`src/rtl/btm_pkg.sv`:
```
package btm_pkg;

   // Instruction class resolved from the opcode
   typedef enum logic [2:0] {
      BK_NONE,
      BK_TEST_IMM,
      BK_TEST_MEM,
      BK_SET,
      BK_CLR
   } btm_kind_e;

   // Sequencer phases
   typedef enum logic [1:0] {
      ST_IDLE,
      ST_READ,
      ST_MOD,
      ST_WRITE
   } btm_state_e;

   localparam logic [7:0] OPC_TEST_ZP   = 8'h24;
   localparam logic [7:0] OPC_TEST_ABS  = 8'h2C;
   localparam logic [7:0] OPC_TEST_ZPX  = 8'h34;
   localparam logic [7:0] OPC_TEST_ABSX = 8'h3C;
   localparam logic [7:0] OPC_TEST_IMM  = 8'h89;
   localparam logic [7:0] OPC_SET_ZP    = 8'h04;
   localparam logic [7:0] OPC_SET_ABS   = 8'h0C;
   localparam logic [7:0] OPC_CLR_ZP    = 8'h14;
   localparam logic [7:0] OPC_CLR_ABS   = 8'h1C;

endpackage

```
`src/rtl/btm_decode.sv`:
```
module btm_decode
   import btm_pkg::*;
#(
   parameter bit EN_RMW = 1'b1
) (
   input  logic [7:0] opcode,
   output btm_kind_e  kind
);

   btm_kind_e base_kind;

   always_comb begin
      case (opcode)
         OPC_TEST_ZP, OPC_TEST_ABS,
         OPC_TEST_ZPX, OPC_TEST_ABSX: base_kind = BK_TEST_MEM;
         OPC_TEST_IMM:                base_kind = BK_TEST_IMM;
         OPC_SET_ZP, OPC_SET_ABS:     base_kind = BK_SET;
         OPC_CLR_ZP, OPC_CLR_ABS:     base_kind = BK_CLR;
         default:                     base_kind = BK_NONE;
      endcase
   end

   generate
      if (EN_RMW) begin : g_full
         assign kind = base_kind;
      end else begin : g_read_only
         // set/clear opcodes fall through to the illegal path
         assign kind = (base_kind == BK_SET || base_kind == BK_CLR) ? BK_NONE : base_kind;
      end
   endgenerate

endmodule

```
`src/rtl/btm_alu.sv`:
```
module btm_alu
   import btm_pkg::*;
#(
   parameter int DW = 8
) (
   input  btm_kind_e         kind,
   input  logic [DW-1:0]     acc,
   input  logic [DW-1:0]     opnd,
   output logic              res_z,
   output logic              res_n,
   output logic              res_v,
   output logic [DW-1:0]     res_data
);

   localparam int N_POS = DW - 1;
   localparam int V_POS = DW - 2;

   generate
      if (DW < 2) begin : g_bad_width
         $error("btm_alu: DW must be at least 2");
      end
   endgenerate

   always_comb begin
      res_z = ~|(opnd & acc);
      res_n = opnd[N_POS];
      res_v = opnd[V_POS];
      if (kind == BK_SET) res_data = opnd | acc;
      else                res_data = opnd & ~acc;
   end

endmodule

```
`src/rtl/btm_seq.sv`:
```
module btm_seq
   import btm_pkg::*;
#(
   parameter int AW = 16
) (
   input  logic           clk,
   input  logic           rst_n,
   input  logic           start,
   input  btm_kind_e      kind_in,
   input  logic [AW-1:0]  ea,
   output btm_kind_e      kind_q,
   output logic [AW-1:0]  addr_q,
   output logic           accept,
   output logic           idle,
   output logic           busy,
   output logic           mem_rd,
   output logic           mem_wr,
   output logic           imm_we,
   output logic           mod_we,
   output logic           done,
   output logic           illegal
);

   generate
      if (AW < 1) begin : g_bad_addr
         $error("btm_seq: AW must be at least 1");
      end
   endgenerate

   btm_state_e state;

   assign idle   = (state == ST_IDLE);
   assign busy   = !idle;
   assign accept = idle && start;
   assign mem_rd = (state == ST_READ);
   assign mem_wr = (state == ST_WRITE);
   assign mod_we = (state == ST_MOD);
   assign imm_we = accept && (kind_in == BK_TEST_IMM);

   always_ff @(posedge clk or negedge rst_n) begin
      if (!rst_n) begin
         state   <= ST_IDLE;
         kind_q  <= BK_NONE;
         addr_q  <= '0;
         done    <= 1'b0;
         illegal <= 1'b0;
      end else begin
         done    <= 1'b0;
         illegal <= 1'b0;
         case (state)
            ST_IDLE: begin
               if (start) begin
                  kind_q <= kind_in;
                  addr_q <= ea;
                  if (kind_in == BK_NONE)          illegal <= 1'b1;
                  else if (kind_in == BK_TEST_IMM) done    <= 1'b1;
                  else                             state   <= ST_READ;
               end
            end
            ST_READ:  state <= ST_MOD;
            ST_MOD: begin
               if (kind_q == BK_TEST_MEM) begin
                  state <= ST_IDLE;
                  done  <= 1'b1;
               end else begin
                  state <= ST_WRITE;
               end
            end
            ST_WRITE: begin
               state <= ST_IDLE;
               done  <= 1'b1;
            end
            default:  state <= ST_IDLE;
         endcase
      end
   end

   AST_RD_WR_EXCL: assert property (@(posedge clk) disable iff (!rst_n)
      !(mem_rd && mem_wr));
   AST_ADDR_HOLD: assert property (@(posedge clk) disable iff (!rst_n)
      busy && $past(busy) |-> $stable(addr_q));
   AST_DONE_IDLE: assert property (@(posedge clk) disable iff (!rst_n)
      done |-> !busy);
   AST_ILL_QUIET: assert property (@(posedge clk) disable iff (!rst_n)
      illegal |-> !busy && !done);

endmodule

```
`src/rtl/btm_unit.sv`:
```
module btm_unit
   import btm_pkg::*;
#(
   parameter int DW     = 8,
   parameter int AW     = 16,
   parameter bit EN_RMW = 1'b1
) (
   input  logic           clk,
   input  logic           rst_n,
   input  logic           start,
   input  logic [7:0]     opcode,
   input  logic [DW-1:0]  acc,
   input  logic [DW-1:0]  imm_data,
   input  logic [AW-1:0]  ea,
   output logic [AW-1:0]  mem_addr,
   output logic           mem_rd,
   input  logic [DW-1:0]  mem_rdata,
   output logic           mem_wr,
   output logic [DW-1:0]  mem_wdata,
   output logic           flag_z,
   output logic           flag_n,
   output logic           flag_v,
   output logic           busy,
   output logic           done,
   output logic           illegal
);

   btm_kind_e      dec_kind;
   btm_kind_e      kind_q;
   logic           accept, idle, imm_we, mod_we;
   logic [DW-1:0]  acc_q, wbuf;
   logic [DW-1:0]  alu_acc, alu_opnd, alu_data;
   logic           alu_z, alu_n, alu_v;

   btm_decode #(.EN_RMW(EN_RMW)) u_decode (
      .opcode (opcode),
      .kind   (dec_kind)
   );

   btm_seq #(.AW(AW)) u_seq (
      .clk     (clk),
      .rst_n   (rst_n),
      .start   (start),
      .kind_in (dec_kind),
      .ea      (ea),
      .kind_q  (kind_q),
      .addr_q  (mem_addr),
      .accept  (accept),
      .idle    (idle),
      .busy    (busy),
      .mem_rd  (mem_rd),
      .mem_wr  (mem_wr),
      .imm_we  (imm_we),
      .mod_we  (mod_we),
      .done    (done),
      .illegal (illegal)
   );

   // Immediate form computes on the accept cycle; memory forms on the modify cycle
   assign alu_acc  = idle ? acc      : acc_q;
   assign alu_opnd = idle ? imm_data : mem_rdata;

   btm_alu #(.DW(DW)) u_alu (
      .kind     (kind_q),
      .acc      (alu_acc),
      .opnd     (alu_opnd),
      .res_z    (alu_z),
      .res_n    (alu_n),
      .res_v    (alu_v),
      .res_data (alu_data)
   );

   always_ff @(posedge clk or negedge rst_n) begin
      if (!rst_n) begin
         acc_q  <= '0;
         wbuf   <= '0;
         flag_z <= 1'b0;
         flag_n <= 1'b0;
         flag_v <= 1'b0;
      end else begin
         if (accept) acc_q <= acc;
         if (imm_we) flag_z <= alu_z;
         if (mod_we) begin
            flag_z <= alu_z;
            wbuf   <= alu_data;
            if (kind_q == BK_TEST_MEM) begin
               flag_n <= alu_n;
               flag_v <= alu_v;
            end
         end
      end
   end

   assign mem_wdata = wbuf;

   AST_TEST_NO_WRITE: assert property (@(posedge clk) disable iff (!rst_n)
      mem_wr |-> (kind_q == BK_SET || kind_q == BK_CLR));
   AST_IMM_NV_HOLD: assert property (@(posedge clk) disable iff (!rst_n)
      imm_we |=> $stable({flag_n, flag_v}));
   AST_SET_MASK: assert property (@(posedge clk) disable iff (!rst_n)
      mem_wr && kind_q == BK_SET |-> (mem_wdata & acc_q) == acc_q);
   AST_CLR_MASK: assert property (@(posedge clk) disable iff (!rst_n)
      mem_wr && kind_q == BK_CLR |-> (mem_wdata & acc_q) == '0);

endmodule

```
`config.mk`:
```
export PLATFORM = sky130hd
export DESIGN_NAME = btm_unit
export DESIGN_NICKNAME = d
export VERILOG_FILES = /design/src/rtl/btm_pkg.sv /design/src/rtl/btm_decode.sv /design/src/rtl/btm_alu.sv /design/src/rtl/btm_seq.sv /design/src/rtl/btm_unit.sv
export SDC_FILE = /design/constraint.sdc
export NUM_CORES = 1
export LEC_CHECK = 0
export ABC_AREA = 1
export BUFFER_PORTS_ARGS = -buffer_cell sky130_fd_sc_hd__buf_2
export CAP_MARGIN = 20
export CORE_MARGIN = 4
export CORE_UTILIZATION = 25
export CTS_BUF_LIST = sky130_fd_sc_hd__clkbuf_4
export DETAILED_ROUTE_END_ITERATION = 7
export PLACE_DENSITY = 0.52
export SLEW_MARGIN = 10
export SYNTH_ARGS = -nofsm -noshare
export SYNTH_HDL_FRONTEND = slang
export SYNTH_HIERARCHICAL = 1
export SYNTH_SLANG_ARGS = --single-unit
export TNS_END_PERCENT = 1
```
`constraint.sdc`:
```
create_clock -name clk -period 4.2 [get_ports clk]
set_clock_uncertainty 0.1 [all_clocks]
set_input_delay 0.42 -clock clk [delete_from_list [all_inputs] [get_ports clk]]
set_output_delay 0.42 -clock clk [all_outputs]
set_load 0.01 [all_outputs]
```
## Yosys cells after proc, flatten, opt, wreduce, memory -nomap -nowiden

Index checks and enable logic that the tools add are counted.

- Output and inout port bits: 32
- Word-level logic and storage cells: 65
- Flip-flop bits (word level): 42

- Mux-type cells: 19
- Eq/ne operators: 18
- Reductions and logical operators: 14
- Bitwise logic cells: 4

Operators with widths:

| kind | number |
|---|---|
| $eq A8 B6 Y1 const B | 4 |
| $mux W8 | 3 |
| $and A8 B8 Y8 | 2 |
| $eq A8 B5 Y1 const B | 2 |
| $pmux W3 S4 | 1 |
| $mux W1 | 9 |
| $eq A8 B3 Y1 const B | 1 |
| $eq A8 B4 Y1 const B | 1 |
| $eq A8 B8 Y1 const B | 1 |
| $mux W2 | 4 |
| $not A8 Y8 | 1 |
| $or A8 B8 Y8 | 1 |
| $pmux W2 S4 | 1 |
| $reduce_or A8 Y1 | 1 |
| $eq A3 B2 Y1 const B | 2 |
| $ne A2 B2 Y1 const B | 3 |
| $eq A2 B2 Y1 const B | 2 |
| $reduce_and A2 Y1 | 2 |
| $reduce_or A2 Y1 | 2 |
| $reduce_or A4 Y1 | 1 |
| $eq A3 B1 Y1 const B | 1 |
| $logic_not A3 Y1 | 1 |
| $pmux W1 S3 | 1 |
| $reduce_and A3 Y1 | 1 |
| other kinds (5) | 7 |

## Logic depth before layout (Yosys ltp)

- Depth after elaboration: 8
- Gate-level depth with buffers: 11
- Gate-level depth less buffers: 11

## Cells and area by module

The synthesis kept the hierarchy.

By module, submodules not included:

| module | area each (um2) | instances | cells an instance |
|---|---|---|---|
| btm_seq | 983.4 | 1 | 113 |
| btm_unit | 973.4 | 1 | 127 |
| btm_alu | 176.4 | 1 | 38 |
| btm_decode | 82.6 | 1 | 15 |

## Least setup slack after synthesis

No wires, ideal clock.

- Kind: register to register
- Start point: register u_seq.state[0]
- End point: register flag_z
- Setup time: 0.123 ns
- Arrival time: 1.326 ns
- Stages on the path, launching flop included: 12
- Path slack: 2.651 ns
- Cell sequence: dfrtp_1 > nor2_2 > buf_6 > nand2_1 > o21ai_0 > nand2_1 > nand2_1 > inv_1 > nand2_1 > nor2_1 > o21ai_0 > nand2_1

- Longest elaborated chain between the ends: 7

Ends and longest elaborated chain:

| item | RTL line | RTL |
|---|---|---|
| from (decl) | btm_seq.sv:30 | `btm_state_e state;` |
| from (signal assigned) | btm_seq.sv:42 | `state <= ST_IDLE;` |
| from (signal assigned) | btm_seq.sv:57 | `else state <= ST_READ;` |
| from (signal assigned) | btm_seq.sv:60 | `ST_READ: state <= ST_MOD;` |
| $logic_not A2 Y1 (*) | btm_seq.sv:32 | `assign idle = (state == ST_IDLE);` |
| via idle | btm_unit.sv:30 | `logic accept, idle, imm_we, mod_we;` |
| $mux W8 (*) | btm_unit.sv:60 | `assign alu_acc = idle ? acc : acc_q;` |
| via alu_acc[1] | btm_unit.sv:32 | `logic [DW-1:0] alu_acc, alu_opnd, alu_data;` |
| $and A8 B8 Y8 (*) | btm_alu.sv:25 | `res_z = ~\|(opnd & acc);` |
| $reduce_or A8 Y1 (*) | btm_alu.sv:25 |  |
| $logic_not A1 Y1 (*) | btm_alu.sv:25 |  |
| via alu_z | btm_unit.sv:33 | `logic alu_z, alu_n, alu_v;` |
| $mux W1 | btm_unit.sv:82 | `if (imm_we) flag_z <= alu_z;` |
| $mux W1 (*) | btm_unit.sv:83 | `if (mod_we) begin` |
| to (signal assigned) | btm_unit.sv:82 |  |
| to (signal assigned) | btm_unit.sv:84 | `flag_z <= alu_z;` |
| to (decl) | btm_unit.sv:20 | `output logic flag_z,` |

Mark *: on every way through the listed nets, which the timed path passes. The rest lies on a longest branch. The select of a mux whose other input is x is not followed.
A chain may end at the register's enable or synchronous reset.

## Worst setup path after layout

- Start point: register u_seq.state[1]
- End point: register flag_z

Same word-level chain as after synthesis.

==> impl_metrics.py <==
metrics = {
    "worst_setup_path": {
        "regToRegEndpoint": "flag_z$_DFFE_PN0P_",
        "cp_data_arrival_time_ps": 2550,
        "worst_setup_path_end_kind": "flop",
        "critical_path.startpoint": "u_seq/state[1]$_DFFE_PN0P_",
        "cp_data_required_time_ps": 4390,
        "r2r_setup_slack_ps": 1850,
        "timing.critical_path.to": "flag_z$_DFFE_PN0P_",
        "critical_register_to_register_path_startpoint": "u_seq/state[1]$_DFFE_PN0P_",
        "start_kind": "flop",
        "worst-setup-path-type": "reg2reg",
        "r2r.worst_path.cells": 9,
        "critPathMaxFanout": 33,
    },
    "cts": {
        "holdBufCountCts": 0,
        "clockBufferDepth": 2,
        "post_cts.repair.setup_buffers": 0,
        "cts_tree": "built",
        "cts-buffers-inserted": 5,
        "worst_setup_hold_path_clk_slew_ps": 130,
        "ctsRootBufferMaster": "clkbuf_4",
        "cts.repair.resized": 0,
        "cts_h_tree_lvls": 2,
        "clock_insertion_delay_worst_skew_ps": 350,
        "clock_sink_count": 42,
    },
    "floorplanning": {
        "dieWidth_um": 102,
        "top_level_ports": 83,
        "core_mm2": 0.00868,
        "die_y_um": 102,
        "dieArea_mm2": 0.0104,
        "starting_density_pct": 25.5,
        "row_count": 34,
    },
    "sta": {
        "hold_slack_ps": 145,
        "timing.final.hold_violations": 0,
        "timing.fmax_mhz": 425,
        "layout_worst_path_cycle_share_pct": 56.0,
        "report.final.slew_viol_count": 0,
        "worstMarginPinSlew_ps": 1060,
        "finalSetupTns_ps": 0,
        "post-route-worst-setup-slack_ps": 1850,
        "rsz0062_at_grt": "false",
        "layout_min_cycle_time_ps": 2350,
        "timing.final.setup_violations": 0,
        "slew_headroom_pct": 29.3,
    },
    "grt": {
        "grt_max_degree": 43,
        "antenna_found_initial": 0,
        "overflow": 0,
        "global_route.usage.total_pct": 11.2,
        "grt_pass1_vias": 2013,
        "grt_first_pass_wirelength_mm": 9.25,
    },
    "logic_synthesis": {
        "post_synth_inst_count": 293,
        "synth.avg_cell_area_um2": 7.56,
        "syn-num-nets": 344,
        "ys_seq_area_share_pct": 47.4,
        "yosysWarningCount": 6,
        "syn_area_mm2": 0.00222,
        "netlist-cell-type-count": 22,
        "synth.ff_latch_count": 42,
    },
    "hold_path": {
        "timing.hold.worst.start": "ea[9]",
        "hold_path_class": "in2reg",
    },
    "run_status": {
        "status": "complete, no violations",
    },
    "layout": {
        "final_cell_area_mm2": 0.00273,
        "layout.nets": 425,
        "area_growth_syn_to_layout_pct": 23.0,
        "layout_common_cells": "114 x nand2_1, 82 x buf_2, 42 x dfrtp_1",
        "layout_commonest_cell": "nand2_1",
        "final.fill_count": 981,
        "final_layout_size_suffix_gt1_share_pct": 28.9,
        "diodes": 0,
    },
    "pwr": {
        "power-per-cell-area_mw_per_mm2": 640,
        "vdd_ir_drop_max_mv": 0.242,
        "cellLeakagePower_nw": 1.55,
    },
    "placed_design": {
        "gp_weighted_congestion": 0.797,
        "place_hpwl_mm": 4.31,
        "place_ws_ps": 1910,
        "place_area_mm2": 0.00264,
        "numPortBuffers": 82,
    },
    "drt": {
        "avg_wl_per_cell_um": 11.8,
        "drtIter0Drc": 45,
        "vias": 2008,
        "drc": 0,
        "routed_via_density": 4.17,
        "antenna_violating_nets_post_route": 0,
        "drt-pass1-iter-count": 4,
        "wirelength_mm": 5.68,
    },
    "job": {
        "drv_cap": 0,
    },
}
==> power breakdown <==
| group | switching (W) | internal [W] |
|---|---|---|
| logic | 0.000557 | 0.000321 |
| clock network | 0.000134 | 0.0000604 |
| registers | 0.0000885 | 0.000584 |
| total | 0.000779 | 0.000965 |
==> state kept, by name, indices dropped and copies added (netlist names) <==
| register | count |
|---|---|
| u_seq/done | 1 |
| flag_v | 1 |
| u_seq/illegal | 1 |
| u_seq/state | 2 |
| acc_q | 8 |
| u_seq/addr_q | 16 |
| flag_z | 1 |
| mem_wdata | 8 |
| flag_n | 1 |
| u_seq/kind_q | 3 |
==> worst max-delay path, cell delays in order, from the launching register on <==
cell and delay (ps):
dfrtp_1 460, nor2_2 820, o21ai_0 340, nand2_1 160, nand2_1 70, inv_1 50, nand2_1 50, nor2_1 90
o21ai_0 80, nand2_1 70
==> layout make-up <==
class | count | area, um2 | share of cell area, %
clock buffers | 5 | 37.5 | 1.38
clock inverters | 2 | 10.0 | 0.367
inverters | 40 | 150 | 5.51
multi-input cells | 200 | 895 | 32.8
flip-flops and latches | 42 | 1050 | 38.5
well taps | 108 | 135 | 4.96
repair buffers | 85 | 448 | 16.4
==> synth_stat cells <==
cell      number  area, um2
nand3b_4       1       20.0
a21oi_1        9       45.0
o21ai_2        2       17.5
nand3_2        1       10.0
o21ai_0       31        155
nor2_2         4       25.0
nand2_2        2       12.5
o21ai_1        2       10.0
inv_1         37        139
buf_8          1       15.0
nand2_1      114        428
nor2_1        24       90.1
inv_2          3       11.3
nor2_8         1       20.0
nor3_2         1       10.0
nand3_1        5       25.0
a21oi_2        1       8.76
or2_1          1       6.26
buf_6          8       90.1
dfrtp_1       42       1050
nand2_4        1       11.3
buf_4          2       15.0
==> how the worst min path moves through the flow <==
stage | end | slack [ps] | cells past startpoint
2_1_floorplan | acc_q[0]$_DFFE_PN0P_ | 20 | 0
3_3_place_gp | flag_v$_DFFE_PN0P_ | 360 | 2
3_5_place_dp | flag_n$_DFFE_PN0P_ | 360 | 2
4_1_cts | u_seq/addr_q[0]$_DFFE_PN0P_ | 130 | 1
5_1_grt | u_seq/addr_q[15]$_DFFE_PN0P_ | 140 | 3
6_report | u_seq/addr_q[9]$_DFFE_PN0P_ | 150 | 3
==> per-layer routing <==
metal / up-vias / part of all wire (%) / track usage [%]
met1: 889 / 47 / 14.5
met5: - / 0 / 0
li1: 1048 / - / -
met2: 63 / 43 / 18.3
met4: 0 / 1.3 / 3.33
met3: 8 / 8.2 / 3.28
==> cells by family (layout without fill, tap and decap cells) <==
family	count (synthesis)	count (layout)	synth area share [%]
simple gates	155	155	29.7
compound gates	45	45	10.7
buf+inv	51	132	12.2
flops	42	42	47.4
==> through the flow <==
step           utilization (%)  total power (W)  instances
2_1_floorplan                -          0.00133        293
3_3_place_gp              30.4          0.00155        472
3_5_place_dp              30.4          0.00157        472
4_1_cts                   31.0          0.00177        479
5_1_grt                   31.4          0.00193        482
6_report                  31.4          0.00174        482
Note: power is estimated with default switching activity, not from simulation.
